$ cat config.mk
export PLATFORM = sky130hd
export DESIGN_NAME = clk_src_monitor
export DESIGN_NICKNAME = d
export VERILOG_FILES = /design/src/rtl/clkmon_pkg.sv /design/src/rtl/clkmon_sync.sv /design/src/rtl/clkmon_slip.sv /design/src/rtl/clkmon_evt.sv /design/src/rtl/clk_src_monitor.sv
export SDC_FILE = /design/constraint.sdc
export NUM_CORES = 1
export LEC_CHECK = 0
export BUFFER_PORTS_ARGS = -buffer_cell sky130_fd_sc_hd__buf_2
export CAP_MARGIN = 25
export CELL_PAD_IN_SITES_DETAIL_PLACEMENT = 1
export CELL_PAD_IN_SITES_GLOBAL_PLACEMENT = 2
export CORE_MARGIN = 3
export CORE_UTILIZATION = 26
export DETAILED_ROUTE_END_ITERATION = 8
export PLACE_DENSITY_LB_ADDON = 0.3
export SLEW_MARGIN = 15
export SYNTH_ARGS = -nofsm -noshare
export SYNTH_HDL_FRONTEND = slang
export SYNTH_SLANG_ARGS = --single-unit
$ cat constraint.sdc
create_clock -name clk -period 2 [get_ports clk]
set_clock_uncertainty 0.05 [all_clocks]
set_input_delay 0.2 -clock clk [delete_from_list [all_inputs] [get_ports clk]]
set_output_delay 0.2 -clock clk [all_outputs]
set_load 0.05 [all_outputs]
$ cat src/rtl/clkmon_pkg.sv
// Shared constants for the clock source monitor.
// Assumes a 32-bit register word with slip flags placed above the lock flags.
package clkmon_pkg;
    localparam int unsigned SRC_COUNT   = 11;
    localparam int unsigned SLIP_BASE   = 16;
    localparam int unsigned SYNC_DEPTH  = 2;
    localparam int unsigned SEL_BITS    = 4;
    localparam int unsigned RATE_BITS   = 8;
    localparam int unsigned WORD_BITS   = 32;
    localparam int unsigned RATE_BASE   = 8;
endpackage

$ cat src/rtl/clkmon_sync.sv
// Multi-stage synchroniser for a vector of asynchronous level inputs.
// Assumes each bit is an independent slow level; no bus coherency is implied.
module clkmon_sync #(
    parameter int unsigned WIDTH  = 11,
    parameter int unsigned STAGES = 2
) (
    input  logic             clk,
    input  logic             rst_n,
    input  logic [WIDTH-1:0] async_i,
    output logic [WIDTH-1:0] sync_o
);
    logic [WIDTH-1:0] stg [STAGES];

    // First stage captures the raw asynchronous levels.
    always_ff @(posedge clk) begin
        if (!rst_n) stg[0] <= '0;
        else        stg[0] <= async_i;
    end

    for (genvar k = 1; k < STAGES; k++) begin : g_stage
        // Each further stage lowers the metastability risk.
        always_ff @(posedge clk) begin
            if (!rst_n) stg[k] <= '0;
            else        stg[k] <= stg[k-1];
        end
    end

    assign sync_o = stg[STAGES-1];
endmodule

$ cat src/rtl/clkmon_slip.sv
// Sticky slip flags cleared by a single-word read.
// Assumes slip pulses are already synchronous to clk. A pulse that coincides
// with a clearing read survives that read.
module clkmon_slip #(
    parameter int unsigned WIDTH = 11
) (
    input  logic             clk,
    input  logic             rst_n,
    input  logic [WIDTH-1:0] slip_i,
    input  logic             rd_stb_i,
    input  logic             rd_block_i,
    output logic [WIDTH-1:0] flags_o
);
    logic             clear_rd;
    logic [WIDTH-1:0] flags_q;

    assign clear_rd = rd_stb_i & ~rd_block_i;

    // Accumulate slips; a single-word read discards all but the new ones.
    always_ff @(posedge clk) begin
        if (!rst_n)        flags_q <= '0;
        else if (clear_rd) flags_q <= slip_i;
        else               flags_q <= flags_q | slip_i;
    end

    assign flags_o = flags_q;
endmodule

$ cat src/rtl/clkmon_evt.sv
// Change detection on synchronised lock bits and on the selected source's lock.
// Assumes SEL_W wide enough to index every source; indexes past the last
// source stand for the internal clock, which is always locked.
module clkmon_evt #(
    parameter int unsigned NUM_SRC = 11,
    parameter int unsigned SEL_W   = 4
) (
    input  logic               clk,
    input  logic               rst_n,
    input  logic [NUM_SRC-1:0] lock_sync_i,
    input  logic [SEL_W-1:0]   cur_src_i,
    output logic               cur_lock_o,
    output logic               any_evt_o,
    output logic               cur_evt_o
);
    localparam int unsigned SLOTS = 1 << SEL_W;
    localparam int unsigned PAD   = SLOTS - NUM_SRC;

    logic [SEL_W-1:0]   src_q;
    logic [NUM_SRC-1:0] lock_prev;
    logic               cur_prev;
    logic [SLOTS-1:0]   padded;

    if (PAD > 0) begin : g_pad
        assign padded = {{PAD{1'b1}}, lock_sync_i};
    end else begin : g_nopad
        assign padded = lock_sync_i;
    end

    // Register the selection so a switch acts on a clean edge.
    always_ff @(posedge clk) begin
        if (!rst_n) src_q <= '0;
        else        src_q <= cur_src_i;
    end

    assign cur_lock_o = padded[src_q];

    // Remember last cycle's lock picture for edge detection.
    always_ff @(posedge clk) begin
        if (!rst_n) begin
            lock_prev <= '0;
            cur_prev  <= 1'b0;
        end else begin
            lock_prev <= lock_sync_i;
            cur_prev  <= cur_lock_o;
        end
    end

    assign any_evt_o = |(lock_sync_i ^ lock_prev);
    assign cur_evt_o = cur_lock_o ^ cur_prev;
endmodule

$ cat src/rtl/clk_src_monitor.sv
// Top of the clock source monitor: packs live lock bits and sticky slip
// flags into the extended word, selected-source lock and rate into the status
// word, and drives the two notification pulses.
// Assumes rate_code_i is synchronous and slip pulses are one clk wide.
module clk_src_monitor #(
    parameter int unsigned NUM_SRC     = clkmon_pkg::SRC_COUNT,
    parameter int unsigned SLIP_LSB    = clkmon_pkg::SLIP_BASE,
    parameter int unsigned SYNC_STAGES = clkmon_pkg::SYNC_DEPTH,
    parameter int unsigned SEL_W       = clkmon_pkg::SEL_BITS,
    parameter int unsigned RATE_W      = clkmon_pkg::RATE_BITS,
    parameter int unsigned WORD_W      = clkmon_pkg::WORD_BITS,
    parameter int unsigned RATE_LSB    = clkmon_pkg::RATE_BASE
) (
    input  logic               clk,
    input  logic               rst_n,
    input  logic [NUM_SRC-1:0] src_lock_i,
    input  logic [NUM_SRC-1:0] src_slip_i,
    input  logic [SEL_W-1:0]   cur_src_i,
    input  logic [RATE_W-1:0]  rate_code_i,
    input  logic               rd_stb_i,
    input  logic               rd_block_i,
    output logic [WORD_W-1:0]  ext_status_o,
    output logic [WORD_W-1:0]  status_o,
    output logic               ext_evt_o,
    output logic               lock_evt_o
);
    logic [NUM_SRC-1:0] lock_sync;
    logic [NUM_SRC-1:0] slip_flags;
    logic [RATE_W-1:0]  rate_q;
    logic               cur_lock;

    clkmon_sync #(.WIDTH(NUM_SRC), .STAGES(SYNC_STAGES)) u_sync (
        .clk     (clk),
        .rst_n   (rst_n),
        .async_i (src_lock_i),
        .sync_o  (lock_sync)
    );

    clkmon_slip #(.WIDTH(NUM_SRC)) u_slip (
        .clk        (clk),
        .rst_n      (rst_n),
        .slip_i     (src_slip_i),
        .rd_stb_i   (rd_stb_i),
        .rd_block_i (rd_block_i),
        .flags_o    (slip_flags)
    );

    clkmon_evt #(.NUM_SRC(NUM_SRC), .SEL_W(SEL_W)) u_evt (
        .clk         (clk),
        .rst_n       (rst_n),
        .lock_sync_i (lock_sync),
        .cur_src_i   (cur_src_i),
        .cur_lock_o  (cur_lock),
        .any_evt_o   (ext_evt_o),
        .cur_evt_o   (lock_evt_o)
    );

    // Hold the nominal rate code for the status word.
    always_ff @(posedge clk) begin
        if (!rst_n) rate_q <= '0;
        else        rate_q <= rate_code_i;
    end

    // Pack lock and slip fields into the extended word.
    always_comb begin
        ext_status_o = '0;
        ext_status_o[NUM_SRC-1:0]         = lock_sync;
        ext_status_o[SLIP_LSB +: NUM_SRC] = slip_flags;
    end

    // Pack selected-source lock and rate into the status word.
    always_comb begin
        status_o = '0;
        status_o[0]                 = cur_lock;
        status_o[RATE_LSB +: RATE_W] = rate_q;
    end
endmodule

==> impl_metrics.tcl <==
set metrics [dict create \
    cts_root_buf "clkbuf_8" \
    synthToLayoutAreaGrowth_pct 30.4 \
    antenna_found_initial 0 \
    cellLeakagePower_nw 1.33 \
    failed_checks "negative setup slack" \
    fp.dieH_um 95.6 \
    fillers 928 \
    yosys.cell_types.count 21 \
    synth_seq_cells 57 \
    max-cap-violations 0 \
    dieArea_um2 9150 \
    slew_viol_final 0 \
    clk_latency_ns 0.33 \
    final_common_cell "buf_2" \
    period_share_pct 104 \
    rsz0062_at_grt "true" \
    crit_type "reg2out" \
    drtPass1Iterations 4 \
    power_mw 2.92 \
    routed_wl_mm 4.44 \
    drtAntennaViolNets 0 \
    period_minus_slack_ns 2.07 \
    required_ns 1.75 \
    finalNetCount 309 \
    worstPathArrival_ns 1.82 \
    crit_path_start_kind "register" \
    synth_area_um2 2090 \
    fin_ws_ns -0.0744 \
    max_freq_mhz 482 \
    wl_per_cell_um 11.8 \
    grt_usage_pct 10.2 \
    grt_pass1_vias 1350 \
    port_buffers 70 \
    timing.final.hold_violations 0 \
    avgSynthCellArea_um2 10.7 \
    syn_inst 195 \
    die_w_um 95.6 \
    run_status "finished, violations left" \
    antenna_cells 0 \
    routed_via_density 3.70 \
    seqCellArea_um2 1150 \
    grt_pass1_wl_mm 6.87 \
    final_cell_area_um2 2720 \
    io_pins 104 \
    yosys_warnings 0 \
    grt_max_degree 36 \
    clockBufferDepth 2 \
    dpl.hpwl_mm 3.38 \
    gp_congestion 0.659 \
    cts.sinks 57 \
    drc 0 \
    ctsHtreeMaxLevel 3 \
    seq_area_frac_synth_pct 54.6 \
    ir_worst_vdd_uv 342 \
    initial_utilization_pct 26.9 \
    hold_buffers 0 \
    rows 32 \
    hold_path.class "in2reg" \
    multi_input_area_um2 822 \
    final_cells 378 \
    placed_area_um2 2450 \
    drt_iter0_markers 35 \
    setup_viol 1 \
    cts_tree "done" \
    numCtsBuffers 9 \
    drive_above_1_share_pct 36.6 \
    mostFrequentLayoutCells "buf_2, dfxtp_1, and2_1" \
    endpoint_kind "primary output" \
    fp.coreArea_um2 7770 \
    vias 1399 \
    power_density_nw_per_um2 1070 \
    overflow 0 \
    post-place-cells 361 \
    cts.clk_slew.worst_paths_ns 0.07 \
    critPathMaxFanout 4 \
]
==> timing repair <==
item	CTS	global route
pin swaps	1	0
buffers inserted	0	1
endpoints found under the setup margin	2	2
gates resized for setup	10	1
==> worst max-delay path, cell delays in order, from the launching register on <==
cell	delay [ns]
dfxtp_4	0.36
mux4_2	0.53
nor3_4	0.16
a41oi_4	0.08
xor2_4	0.19
buf_6	0.16
==> sequential cells by signal (all words and copies together) (netlist names) <==
| signal | flops |
|---|---|
| u_evt.lock_prev | 11 |
| u_evt.src_q | 4 |
| u_slip.flags_o | 11 |
| u_sync.stg | 22 |
| u_evt.cur_prev | 1 |
| rate_q | 8 |
==> through the flow <==
stage | utilization [%] | setup slack [ns] | hold slack [ns] | TNS (ns)
6_report | 35.1 | -0.0744 | 0.0281 | -0.0744
5_1_grt | 35.1 | -0.139 | 0.00906 | -0.139
4_1_cts | 34.9 | -0.0999 | 0.00528 | -0.0999
3_5_place_dp | 31.5 | 0.0687 | 0.360 | 0
3_3_place_gp | 31.5 | 0.148 | 0.355 | 0
2_1_floorplan | - | 0.00998 | 0.272 | 0
==> metal layers <==
metal | GRT usage, % | share of wire [%] | up-vias
met3 | 2.53 | 5.9 | 7
met1 | 12.5 | 43 | 642
met2 | 15.6 | 49 | 51
met5 | 0 | 0 | -
li1 | - | - | 699
met4 | 7.46 | 2.3 | 0
==> area by class of cell <==
cell class                 instances  area share, %
multi-input combinational        128           30.2
inverter                           1          0.138
timing repair buffer              74           14.4
tap                              102           4.69
sequential                        57           42.2
clock buffer                      11           5.56
clock inverter                     5           2.85
==> synth_stat cells <==
master / instances / area, um^2
conb_1: 1 / 3.75
inv_1: 1 / 3.75
nand3_1: 1 / 5.00
nor2b_1: 11 / 68.8
or3_1: 1 / 6.26
o221ai_1: 1 / 8.76
mux4_1: 1 / 26.3
a21oi_1: 11 / 55.1
buf_4: 34 / 255
a41oi_2: 1 / 16.3
and2_1: 46 / 288
mux2i_1: 1 / 10.0
nor3_1: 1 / 5.00
nor3_2: 1 / 10.0
nand2b_1: 2 / 12.5
mux2_2: 2 / 22.5
xor2_1: 12 / 105
nand3b_1: 1 / 7.51
nor4_1: 2 / 12.5
clkbuf_1: 7 / 26.3
dfxtp_1: 57 / 1140
==> report_power, final <==
group | internal, mW | switching (mW) | total [mW]
Clock | 0.765 | 0.449 | 1.21
Sequential | 1.19 | 0.0299 | 1.22
Combinational | 0.120 | 0.360 | 0.480
==> path summary, 6_finish.rpt <==
| path | end | from | slack, ns | cells after the start |
|---|---|---|---|---|
| max | lock_evt_o | u_evt.src_q[0]$_SDFF_PN0_ | -0.07 | 5 |
| min | rate_q[1]$_SDFF_PN0_ | rate_code_i[1] | 0.03 | 2 |
| max reg2reg | u_evt.cur_prev$_SDFF_PN0_ | u_evt.src_q[0]$_SDFF_PN0_ | 0.51 | 4 |
| min reg2reg | u_sync.stg[1][4]$_SDFF_PN0_ | u_sync.stg[0][4]$_SDFF_PN0_ | 0.38 | 1 |
==> cells by family (layout without fill, tap and decap cells) <==
kind of cell,Yosys count,in the layout,share of synthesized area (%)
other,1,33,0.179
DFF,57,57,54.6
and+or+nand+nor,66,66,19.9
AOI/OAI and AO/OA,13,13,3.83
xor gates and xnor gates,12,12,5.03
muxes,4,4,2.81
buffers and inverters,42,91,13.7
Note: power is estimated with default switching activity, not from simulation.
